<file path="config.mk">
export PLATFORM = sky130hd
export DESIGN_NAME = pflash_front
export DESIGN_NICKNAME = d
export VERILOG_FILES = /design/src/rtl/pflash_pkg.sv /design/src/rtl/pflash_strobe_sync.sv /design/src/rtl/pflash_write_capture.sv /design/src/rtl/pflash_read_mux.sv /design/src/rtl/pflash_front.sv
export SDC_FILE = /design/constraint.sdc
export NUM_CORES = 1
export LEC_CHECK = 0
export BUFFER_PORTS_ARGS = -buffer_cell sky130_fd_sc_hd__buf_2
export CORE_ASPECT_RATIO = 1.1
export CORE_UTILIZATION = 45
export CTS_BUF_LIST = sky130_fd_sc_hd__clkbuf_8
export DETAILED_ROUTE_END_ITERATION = 7
export HOLD_SLACK_MARGIN = 0.1
export PLACE_DENSITY = 0.77
export SYNTH_ARGS = -nofsm -noshare
export SYNTH_HDL_FRONTEND = slang
export SYNTH_SLANG_ARGS = --single-unit
export TNS_END_PERCENT = 30
</file>
<file path="constraint.sdc">
create_clock -name clk -period 1.7 [get_ports clk]
set_clock_uncertainty 0.1 [all_clocks]
set_input_delay 0.17 -clock clk [delete_from_list [all_inputs] [get_ports clk]]
set_output_delay 0.17 -clock clk [all_outputs]
set_load 0.005 [all_outputs]
</file>
<file path="src/rtl/pflash_pkg.sv">
package pflash_pkg;
  typedef enum logic [1:0] {
    BM_STANDBY = 2'd0,
    BM_READ    = 2'd1,
    BM_WRITE   = 2'd2,
    BM_NODRIVE = 2'd3
  } bus_mode_e;

  localparam logic [7:0] MFR_ID = 8'h20;
  localparam logic [7:0] DEV_ID = 8'hE3;

  // status byte bit positions
  localparam int POS_POLL   = 7;
  localparam int POS_TOGGLE = 6;
  localparam int POS_ERROR  = 5;
  localparam int POS_ETIMER = 3;

  // signature selector {A6,A1,A0}
  localparam logic [2:0] SIG_MFR  = 3'b000;
  localparam logic [2:0] SIG_DEV  = 3'b001;
  localparam logic [2:0] SIG_PROT = 3'b010;
endpackage

</file>
<file path="src/rtl/pflash_strobe_sync.sv">
module pflash_strobe_sync #(
  parameter int WIDTH  = 3,
  parameter int STAGES = 2
) (
  input  logic             clk,
  input  logic             rst_n,
  input  logic [WIDTH-1:0] raw_n,
  output logic [WIDTH-1:0] sync_n
);
  for (genvar i = 0; i < WIDTH; i++) begin : g_bit
    logic [STAGES-1:0] chain;
    always_ff @(posedge clk or negedge rst_n) begin
      if (!rst_n) chain <= '1;
      else        chain <= {chain[STAGES-2:0], raw_n[i]};
    end
    assign sync_n[i] = chain[STAGES-1];
  end
endmodule

</file>
<file path="src/rtl/pflash_write_capture.sv">
module pflash_write_capture #(
  parameter int AW = 19,
  parameter int DW = 8
) (
  input  logic          clk,
  input  logic          rst_n,
  input  logic          ce_s_n,
  input  logic          oe_s_n,
  input  logic          we_s_n,
  input  logic [AW-1:0] addr_in,
  input  logic [DW-1:0] dq_in,
  output logic          cmd_valid,
  input  logic          cmd_ready,
  output logic [AW-1:0] cmd_addr,
  output logic [DW-1:0] cmd_data
);
  // write window: both write strobes low with outputs disabled
  logic          wr_act, wr_act_q, wr_start, wr_end;
  logic [AW-1:0] addr_hold;

  assign wr_act   = !ce_s_n && !we_s_n && oe_s_n;
  assign wr_start = wr_act && !wr_act_q;   // later strobe fell
  assign wr_end   = !wr_act && wr_act_q;   // earlier strobe rose

  always_ff @(posedge clk or negedge rst_n) begin
    if (!rst_n) begin
      wr_act_q  <= 1'b0;
      addr_hold <= '0;
      cmd_valid <= 1'b0;
      cmd_addr  <= '0;
      cmd_data  <= '0;
    end else begin
      wr_act_q <= wr_act;
      if (wr_start) addr_hold <= addr_in;
      if (wr_end) begin
        cmd_valid <= 1'b1;
        cmd_addr  <= addr_hold;
        cmd_data  <= dq_in;
      end else if (cmd_ready) begin
        cmd_valid <= 1'b0;
      end
    end
  end

  p_hold_r5: assert property (@(posedge clk) disable iff (!rst_n)
    (cmd_valid && !cmd_ready && !wr_end) |=>
      (cmd_valid && $stable(cmd_addr) && $stable(cmd_data)));

  p_done_r5: assert property (@(posedge clk) disable iff (!rst_n)
    wr_end |=> cmd_valid);

  p_idle_r3: assert property (@(posedge clk) disable iff (!rst_n)
    (!wr_end && !cmd_valid) |=> !cmd_valid);
endmodule

</file>
<file path="src/rtl/pflash_read_mux.sv">
module pflash_read_mux #(
  parameter int DW     = 8,
  parameter int NBLK   = 8,
  parameter int BLK_BITS = $clog2(NBLK)
) (
  input  logic                clk,
  input  logic                rst_n,
  input  logic                a9_hv,
  input  logic [2:0]          sig_sel,
  input  logic [BLK_BITS-1:0] blk_idx,
  input  logic [NBLK-1:0]     blk_prot,
  input  logic                stat_sel,
  input  logic                st_poll,
  input  logic                st_toggle,
  input  logic                st_error,
  input  logic                st_etimer,
  input  logic [DW-1:0]       arr_rdata,
  output logic [DW-1:0]       rdata
);
  import pflash_pkg::*;

  logic [DW-1:0] sig_byte, stat_byte, nxt;

  always_comb begin
    sig_byte = '0;
    case (sig_sel)
      SIG_MFR:  sig_byte = DW'(MFR_ID);
      SIG_DEV:  sig_byte = DW'(DEV_ID);
      SIG_PROT: sig_byte = DW'(blk_prot[blk_idx]);
      default:  sig_byte = '0;
    endcase
  end

  always_comb begin
    stat_byte             = '0;
    stat_byte[POS_POLL]   = st_poll;
    stat_byte[POS_TOGGLE] = st_toggle;
    stat_byte[POS_ERROR]  = st_error;
    stat_byte[POS_ETIMER] = st_etimer;
  end

  always_comb begin
    if (a9_hv)         nxt = sig_byte;
    else if (stat_sel) nxt = stat_byte;
    else               nxt = arr_rdata;
  end

  always_ff @(posedge clk or negedge rst_n) begin
    if (!rst_n) rdata <= '0;
    else        rdata <= nxt;
  end

  p_mfr_r6: assert property (@(posedge clk) disable iff (!rst_n)
    (a9_hv && sig_sel == 3'b000) |=> rdata == DW'(8'h20));

  p_dev_r7: assert property (@(posedge clk) disable iff (!rst_n)
    (a9_hv && sig_sel == 3'b001) |=> rdata == DW'(8'hE3));

  p_other_r9: assert property (@(posedge clk) disable iff (!rst_n)
    (a9_hv && sig_sel[2]) |=> rdata == '0);

  p_statpad_r10: assert property (@(posedge clk) disable iff (!rst_n)
    (!a9_hv && stat_sel) |=> (rdata[4] == 1'b0 && rdata[2:0] == 3'b000));
endmodule

</file>
<file path="src/rtl/pflash_front.sv">
module pflash_front #(
  parameter int AW          = 19,
  parameter int DW          = 8,
  parameter int NBLK        = 8,
  parameter int SYNC_STAGES = 2
) (
  input  logic          clk,
  input  logic          rst_n,
  input  logic          ce_n,
  input  logic          oe_n,
  input  logic          we_n,
  input  logic [AW-1:0] addr_in,
  input  logic [DW-1:0] dq_in,
  input  logic          a9_hv,
  input  logic [DW-1:0] arr_rdata,
  input  logic          stat_sel,
  input  logic          st_poll,
  input  logic          st_toggle,
  input  logic          st_error,
  input  logic          st_etimer,
  input  logic [NBLK-1:0] blk_prot,
  output logic [DW-1:0] dq_out,
  output logic          dq_oe,
  output logic [1:0]    bus_mode,
  output logic          cmd_valid,
  input  logic          cmd_ready,
  output logic [AW-1:0] cmd_addr,
  output logic [DW-1:0] cmd_data
);
  import pflash_pkg::*;

  localparam int BLK_BITS = $clog2(NBLK);

  logic [2:0] strb_s;
  logic       ce_s, oe_s, we_s;
  bus_mode_e  mode_d, mode_q;

  pflash_strobe_sync #(.WIDTH(3), .STAGES(SYNC_STAGES)) u_sync (
    .clk   (clk),
    .rst_n (rst_n),
    .raw_n ({ce_n, oe_n, we_n}),
    .sync_n(strb_s)
  );
  assign {ce_s, oe_s, we_s} = strb_s;

  always_comb begin
    if (ce_s)               mode_d = BM_STANDBY;
    else if (!oe_s && we_s) mode_d = BM_READ;
    else if (oe_s && !we_s) mode_d = BM_WRITE;
    else                    mode_d = BM_NODRIVE;
  end

  always_ff @(posedge clk or negedge rst_n) begin
    if (!rst_n) begin
      mode_q <= BM_STANDBY;
      dq_oe  <= 1'b0;
    end else begin
      mode_q <= mode_d;
      dq_oe  <= (mode_d == BM_READ);
    end
  end
  assign bus_mode = mode_q;

  pflash_write_capture #(.AW(AW), .DW(DW)) u_wr (
    .clk      (clk),
    .rst_n    (rst_n),
    .ce_s_n   (ce_s),
    .oe_s_n   (oe_s),
    .we_s_n   (we_s),
    .addr_in  (addr_in),
    .dq_in    (dq_in),
    .cmd_valid(cmd_valid),
    .cmd_ready(cmd_ready),
    .cmd_addr (cmd_addr),
    .cmd_data (cmd_data)
  );

  pflash_read_mux #(.DW(DW), .NBLK(NBLK)) u_rd (
    .clk      (clk),
    .rst_n    (rst_n),
    .a9_hv    (a9_hv),
    .sig_sel  ({addr_in[6], addr_in[1], addr_in[0]}),
    .blk_idx  (addr_in[AW-1 -: BLK_BITS]),
    .blk_prot (blk_prot),
    .stat_sel (stat_sel),
    .st_poll  (st_poll),
    .st_toggle(st_toggle),
    .st_error (st_error),
    .st_etimer(st_etimer),
    .arr_rdata(arr_rdata),
    .rdata    (dq_out)
  );

  p_standby_r1: assert property (@(posedge clk) disable iff (!rst_n)
    ce_s |=> bus_mode == 2'd0);

  p_hiz_r2: assert property (@(posedge clk) disable iff (!rst_n)
    (ce_s || oe_s || !we_s) |=> !dq_oe);

  p_oe_mode_r2: assert property (@(posedge clk) disable iff (!rst_n)
    dq_oe |-> bus_mode == 2'd1);
endmodule

</file>
==> flow_summary.json, run 1 <==
{
  "finalSetupViolations": 46,
  "path_buf_inv": 2,
  "swShare_pct": 24.2,
  "setup_tns_ps": -2690,
  "place_inst": 324,
  "synth_top_flop_cell": "dfrtp_1",
  "grt_use_total_pct": 23.5,
  "leakage_nw": 2.05,
  "yosysTopAreaCellShare_pct": 59.3,
  "tightestPinTransition_ps": 473,
  "holdWs_ps": 202,
  "synthCells": 151,
  "clk_root_buffer_cell": "clkbuf_8",
  "die_h_um": 80.0,
  "gp_congestion": 0.735,
  "num_rows": 28,
  "dieArea_mm2": 0.00584,
  "drtAntennaViolNets": 0,
  "drc": 0,
  "rsz0062_at_grt": "yes",
  "whs_path_depth": 3,
  "drt-wirelength-per-cell_um": 16.0,
  "die_w_um": 72.9,
  "yosysSeqAreaShare_pct": 65.6,
  "cts.sinks": 65,
  "ys_seq_elements": 65,
  "cpMaxStageDelayCell": "dfstp_2",
  "via_per_inst": 4.70,
  "nets": 362,
  "synthAdderAreaFrac_pct": 0,
  "crit-reg2reg-launch": "u_sync.g_bit[1].chain[1]",
  "ios": 94,
  "arrival_ps": 1910,
  "path_clk_slew_ps": 70,
  "max_cap_viol_count": 0,
  "synth-simple-area-share_pct": 4.77,
  "pwr-share-seq_pct": 46.6,
  "overflow": 0,
  "status": "complete, but fails checks",
  "io_buffers": 93,
  "cts_tree": "built",
  "critical_path.max_stage_delay_ps": 540,
  "drt-total-wl_mm": 6.18,
  "hp-start": "stat_sel",
  "finalHoldViolations": 0,
  "finalCritPeriodShare_pct": 106,
  "power_frac_comb_pct": 23.2,
  "cts_buffer_depth": 2,
  "critPathTopFamily": "flip-flops",
  "synth_edf_count": 0,
  "synth-xor-area-share_pct": 0,
  "syn_area_mm2": 0.00249,
  "avgSynthCellArea_um2": 16.5,
  "crit_fanout": 12,
  "drt-initial-drc-count": 57,
  "drv_slew": 0,
  "start_kind": "flop",
  "ir_worst_vdd_v": 0.000743,
  "synthTopCellsByArea": "dfrtp_1 59%, mux2_1 8.6%, mux2_2 7.7%",
  "num_antenna_cells": 0,
  "yosysWarnings": 0,
  "synth_commonest_cells": "59 x dfrtp_1, 19 x mux2_1, 17 x mux2_2",
  "cp_num_cells": 5,
  "yosysUniqueCellTypes": 24,
  "dpl.hpwl_mm": 3.35,
  "grt_max_degree": 33,
  "synthArstFlopShare_pct": 100,
  "cts_buffers": 9,
  "core-area_mm2": 0.00536,
  "dr.pass1.iters": 4,
  "p_int_mw": 3.34,
  "synth.net_count": 206,
  "syn_to_final_growth_pct": 58.6,
  "reg2reg_depth": 5,
  "synth_top_family_by_area": "multiplexers",
  "antenna_found_initial": 0,
  "p_per_area_mw_per_mm2": 1120,
  "grt_pass1_wl_mm": 10.0,
  "htree_levels": 3,
  "start_util_pct": 46.5,
  "synthMuxAreaShare_pct": 25.6,
  "worst_ep_required_time_ps": 1810,
  "worst_slack_ps": -102,
  "drive_above_1_share_pct": 56.1,
  "synth_compound_area_share_pct": 1.56,
  "post-synth-top-count-cell": "dfrtp_1",
  "startpoint": "u_sync.g_bit[1].chain[1]",
  "finalPower_mw": 4.41,
  "pwr-share-clk_pct": 30.3,
  "period_minus_slack_ps": 1800,
  "crit_chain": "inv_2 > or3_4 > nand2_4 > buf_12 > mux2_1",
  "pre_cts_slack_ps": -81.3,
  "grt_pass1_vias": 2048,
  "fmax_mhz": 555,
  "relSlewSlack_pct": 68.5,
  "clock_latency_ps": 330,
  "setup.worst_path.end_class": "flop",
  "path_class": "reg2reg",
  "violations": "setup timing",
  "post-synth-top-area-cell": "dfrtp_1",
  "vias": 1817,
  "hp-class": "in2reg",
  "stdcell_count": 387,
  "switching_power_mw": 1.07
}
-- power by group through the flow --
stage	Combinational [mW]	Clock, mW	Sequential (mW)
floorplan	0.321	0	2.05
global route	1.10	1.44	2.09
CTS	0.996	1.35	2.04
global placement	0.710	0	2.05
finish	1.02	1.33	2.05
detailed placement	0.735	0	2.05
-- final cells by class --
class | count | area, µm²
clock inverters | 4 | 42.5
multi-input cells | 78 | 931
flip-flops and latches | 65 | 1630
fillers | 342 | 1410
well taps | 75 | 93.8
clock buffers | 12 | 165
repair buffers | 149 | 1070
inverters | 4 | 15.0
-- worst register-to-register path: cells and delay by family, from the launching register on --
family                 cells  cell delay [ps]
buffers and inverters      2              190
DFF                        1              540
muxes                      1              340
and+or+nand+nor            2              510
-- final timing paths --
check                                            to  slack [ps]
setup / recovery                   u_wr.cmd_data[2]        -100
setup reg to reg                   u_wr.cmd_data[2]        -100
hold / removal                        u_rd.rdata[2]         200
min in group asynchronous        u_wr.addr_hold[10]         220
hold reg to reg            u_sync.g_bit[1].chain[1]         250
max in group asynchronous  u_sync.g_bit[0].chain[0]         670
-- placed cells by master, fill, tap and decap left out, drive strengths merged --
| master | Yosys | routed |
|---|---|---|
| a21oi | 2 | 2 |
| and2 | 2 | 2 |
| buf | 3 | 104 |
| bufinv | 0 | 1 |
| clkbuf | 1 | 12 |
| clkinv | 0 | 1 |
| dfrtp | 59 | 59 |
| dfstp | 6 | 6 |
| dlygate4sd3 | 0 | 45 |
| inv | 4 | 6 |
| mux2 | 46 | 46 |
| mux2i | 6 | 6 |
| mux4 | 1 | 1 |
| nand2 | 5 | 5 |
| nand3 | 3 | 3 |
| nand3b | 1 | 1 |
| nor2 | 4 | 4 |
| nor3 | 1 | 1 |
| nor4bb | 1 | 1 |
| o2111ai | 1 | 1 |
| o21ai | 4 | 4 |
| or3 | 1 | 1 |
-- sequential cells by signal (all words and copies together) (netlist names) --
register and cells:
u_wr.wr_act_q 1, bus_mode 2, u_sync.g_bit.chain 6, u_wr.cmd_data 8, u_wr.cmd_valid 1, u_wr.cmd_addr 19, dq_oe 1, u_rd.rdata 8
u_wr.addr_hold 19
-- kinds of logic after synthesis --
family | after synthesis
flip-flops | 65
AND/OR/NAND/NOR | 18
buffers and inverters | 8
multiplexers | 53
AO/OA/AOI/OAI | 7
-- layer usage --
layer,vias up,GRT usage [%],wire length [µm]
met5,-,0,0
met1,908,28.1,2560
met3,6,6.69,284
met2,64,41.2,3280
li1,839,-,-
met4,0,6.47,50
-- repair_timing --
item                                    CTS  global route
buffers inserted                          0             2
pin swaps                                 1             0
hold buffers                             45             0
endpoints found under the setup margin   46            47
resized for setup                        33             5
endpoints found under the hold margin    83             0
-- metrics by stage --
stage          utilization [%]  cell area [µm²]
2_1_floorplan                -             2490
6_report                  73.7             3950
4_1_cts                   73.1             3920
3_5_place_dp              58.5             3130
3_3_place_gp              58.5             3130
5_1_grt                   73.7             3950
Power figures use the tool's default switching activity.
==> run 2: changes to the inputs <==
--- a/config.mk
+++ b/config.mk
@@ -12,6 +12,7 @@
 export DETAILED_ROUTE_END_ITERATION = 7
 export HOLD_SLACK_MARGIN = 0.1
 export PLACE_DENSITY = 0.77
+export SETUP_SLACK_MARGIN = 0.05
 export SYNTH_ARGS = -nofsm -noshare
 export SYNTH_HDL_FRONTEND = slang
 export SYNTH_SLANG_ARGS = --single-unit
==> flow_summary.json, run 2 (same netlist as run 1, synthesis figures left out) <==
{
  "max_cap_viol_count": 0,
  "crit_fanout": 11,
  "reg2reg_depth": 5,
  "drive_above_1_share_pct": 55.7,
  "worst_slack_ps": -91.9,
  "path_buf_inv": 2,
  "worst_ep_required_time_ps": 1810,
  "drt-wirelength-per-cell_um": 15.5,
  "rsz0062_at_grt": "yes",
  "overflow": 0,
  "nFillCells": 348,
  "grt_max_degree": 66,
  "grt_use_total_pct": 21.9,
  "nets": 359,
  "io_buffers": 93,
  "cts.sinks": 65,
  "vias": 1821,
  "switching_power_mw": 1.06,
  "fmax_mhz": 558,
  "violations": "setup timing",
  "pwr-share-clk_pct": 28.9,
  "crit-reg2reg-launch": "u_sync.g_bit[1].chain[1]",
  "status": "complete, but fails checks",
  "leakage_nw": 2.01,
  "gp_congestion": 0.703,
  "reg.largest.list": "u_wr.addr_hold (19), u_wr.cmd_addr (19)",
  "clock_latency_ps": 330,
  "path_clk_slew_ps": 70,
  "finalHoldViolations": 0,
  "cpMaxStageDelayCell": "dfstp_2",
  "num_rows": 28,
  "die_h_um": 80.0,
  "finalSetupViolations": 47,
  "period_minus_slack_ps": 1790,
  "drt-total-wl_mm": 5.97,
  "pre_cts_slack_ps": -86.7,
  "postLayoutCoreUtil_pct": 72.8,
  "grt_pass1_vias": 1928,
  "relSlewSlack_pct": 64.6,
  "start_kind": "flop",
  "fin_area_mm2": 0.00390,
  "cts_buffers": 9,
  "drv_slew": 0,
  "dieArea_mm2": 0.00584,
  "layout_commonest_cell": "buf_2",
  "critical_path.max_stage_delay_ps": 530,
  "ir_worst_vdd_v": 0.000756,
  "clk_root_buffer_cell": "clkbuf_8",
  "critPathTopFamily": "flip-flops",
  "core-area_mm2": 0.00536,
  "crit_chain": "inv_2 > or3_4 > nor2_8 > buf_12 > mux2_2",
  "whs_path_depth": 3,
  "arrival_ps": 1900,
  "p_int_mw": 3.23,
  "drt-initial-drc-count": 49,
  "reg2reg_slack_ps": -90,
  "ios": 94,
  "p_per_area_mw_per_mm2": 1100,
  "pwr-share-seq_pct": 47.8,
  "swShare_pct": 24.6,
  "dr.pass1.iters": 4,
  "holdPathEnd": "u_rd.rdata[2]",
  "finalPower_mw": 4.29,
  "tightestPinTransition_ps": 523,
  "placed_area_mm2": 0.00313,
  "die_w_um": 72.9,
  "grt_pass1_wl_mm": 9.15,
  "cts_buffer_depth": 2,
  "htree_levels": 3,
  "cts_tree": "built",
  "drc": 0,
  "finalCritPeriodShare_pct": 105,
  "num_antenna_cells": 0,
  "hp-start": "stat_sel",
  "timing.rr.end": "u_wr.addr_hold[10]",
  "path_class": "reg2reg",
  "antenna_found_initial": 0,
  "via_per_inst": 4.74,
  "mostFrequentLayoutCells": "93 x buf_2, 59 x dfrtp_1, 45 x dlygate4sd3_1",
  "drtAntennaViolNets": 0,
  "dpl.hpwl_mm": 3.19,
  "setup.worst_path.end_class": "flop",
  "hp-class": "in2reg",
  "syn_to_final_growth_pct": 56.6,
  "start_util_pct": 46.5,
  "power_frac_comb_pct": 23.3
}
## run 2: power groups by stage
stage,combinational [mW],clock (mW),sequential (mW)
finish,0.998,1.24,2.05
global route,1.08,1.34,2.09
CTS,0.975,1.27,2.04
detailed placement,0.739,0,2.05
global placement,0.709,0,2.04
floorplan,0.321,0,2.05
## run 2: routing by layer
metal	global-route usage (%)	share of wire, %
met3	7.32	5.1
met4	9.22	2.1
met1	25.6	41
met2	36.7	52
met5	0	0
## run 2: metrics by stage
step | cells | hold WS (ps) | TNS, ps
2_1_floorplan | 151 | -226 | -1980
3_3_place_gp | 322 | 103 | -1770
3_5_place_dp | 322 | 108 | -2870
4_1_cts | 384 | 160 | -2630
5_1_grt | 384 | 180 | -4560
6_report | 384 | 177 | -2350
## run 2: repair_timing
item                                    in CTS  in global routing
gates cloned                                 0                  0
endpoints found under the setup margin      46                 48
setup buffers                                1                  0
hold endpoints to repair                   104                  0
hold buffers                                45                  0
resized for setup                           26                  6
pin swaps                                    1                  0
## run 2: worst max-delay path by stage
stage               slack [ps]  cells after the start                startpoint                  to
global placement           -50                      5  u_sync.g_bit[1].chain[1]    u_wr.cmd_addr[2]
CTS                        -90                      5  u_sync.g_bit[1].chain[1]  u_wr.addr_hold[10]
floorplan                  -80                      5  u_sync.g_bit[1].chain[1]   u_wr.addr_hold[0]
global route              -140                      5  u_sync.g_bit[1].chain[1]   u_wr.addr_hold[8]
finish                     -90                      5  u_sync.g_bit[1].chain[1]  u_wr.addr_hold[10]
detailed placement         -90                      5  u_sync.g_bit[1].chain[1]  u_wr.addr_hold[10]
## run 2: cell type report
| cell class | count | area [µm²] | area share [%] |
|---|---|---|---|
| clock inverter | 6 | 51.3 | 1.31 |
| timing repair buffer | 146 | 1050 | 26.9 |
| tap | 75 | 93.8 | 2.41 |
| multi-input combinational | 78 | 918 | 23.5 |
| inverter | 4 | 15.0 | 0.385 |
| sequential | 65 | 1630 | 41.9 |
| clock buffer | 10 | 138 | 3.53 |
## run 2: tightest hold or removal path, cell delays in order
cell,delay [ps]
buf_2,170
nor2_2,70
and2_1,150
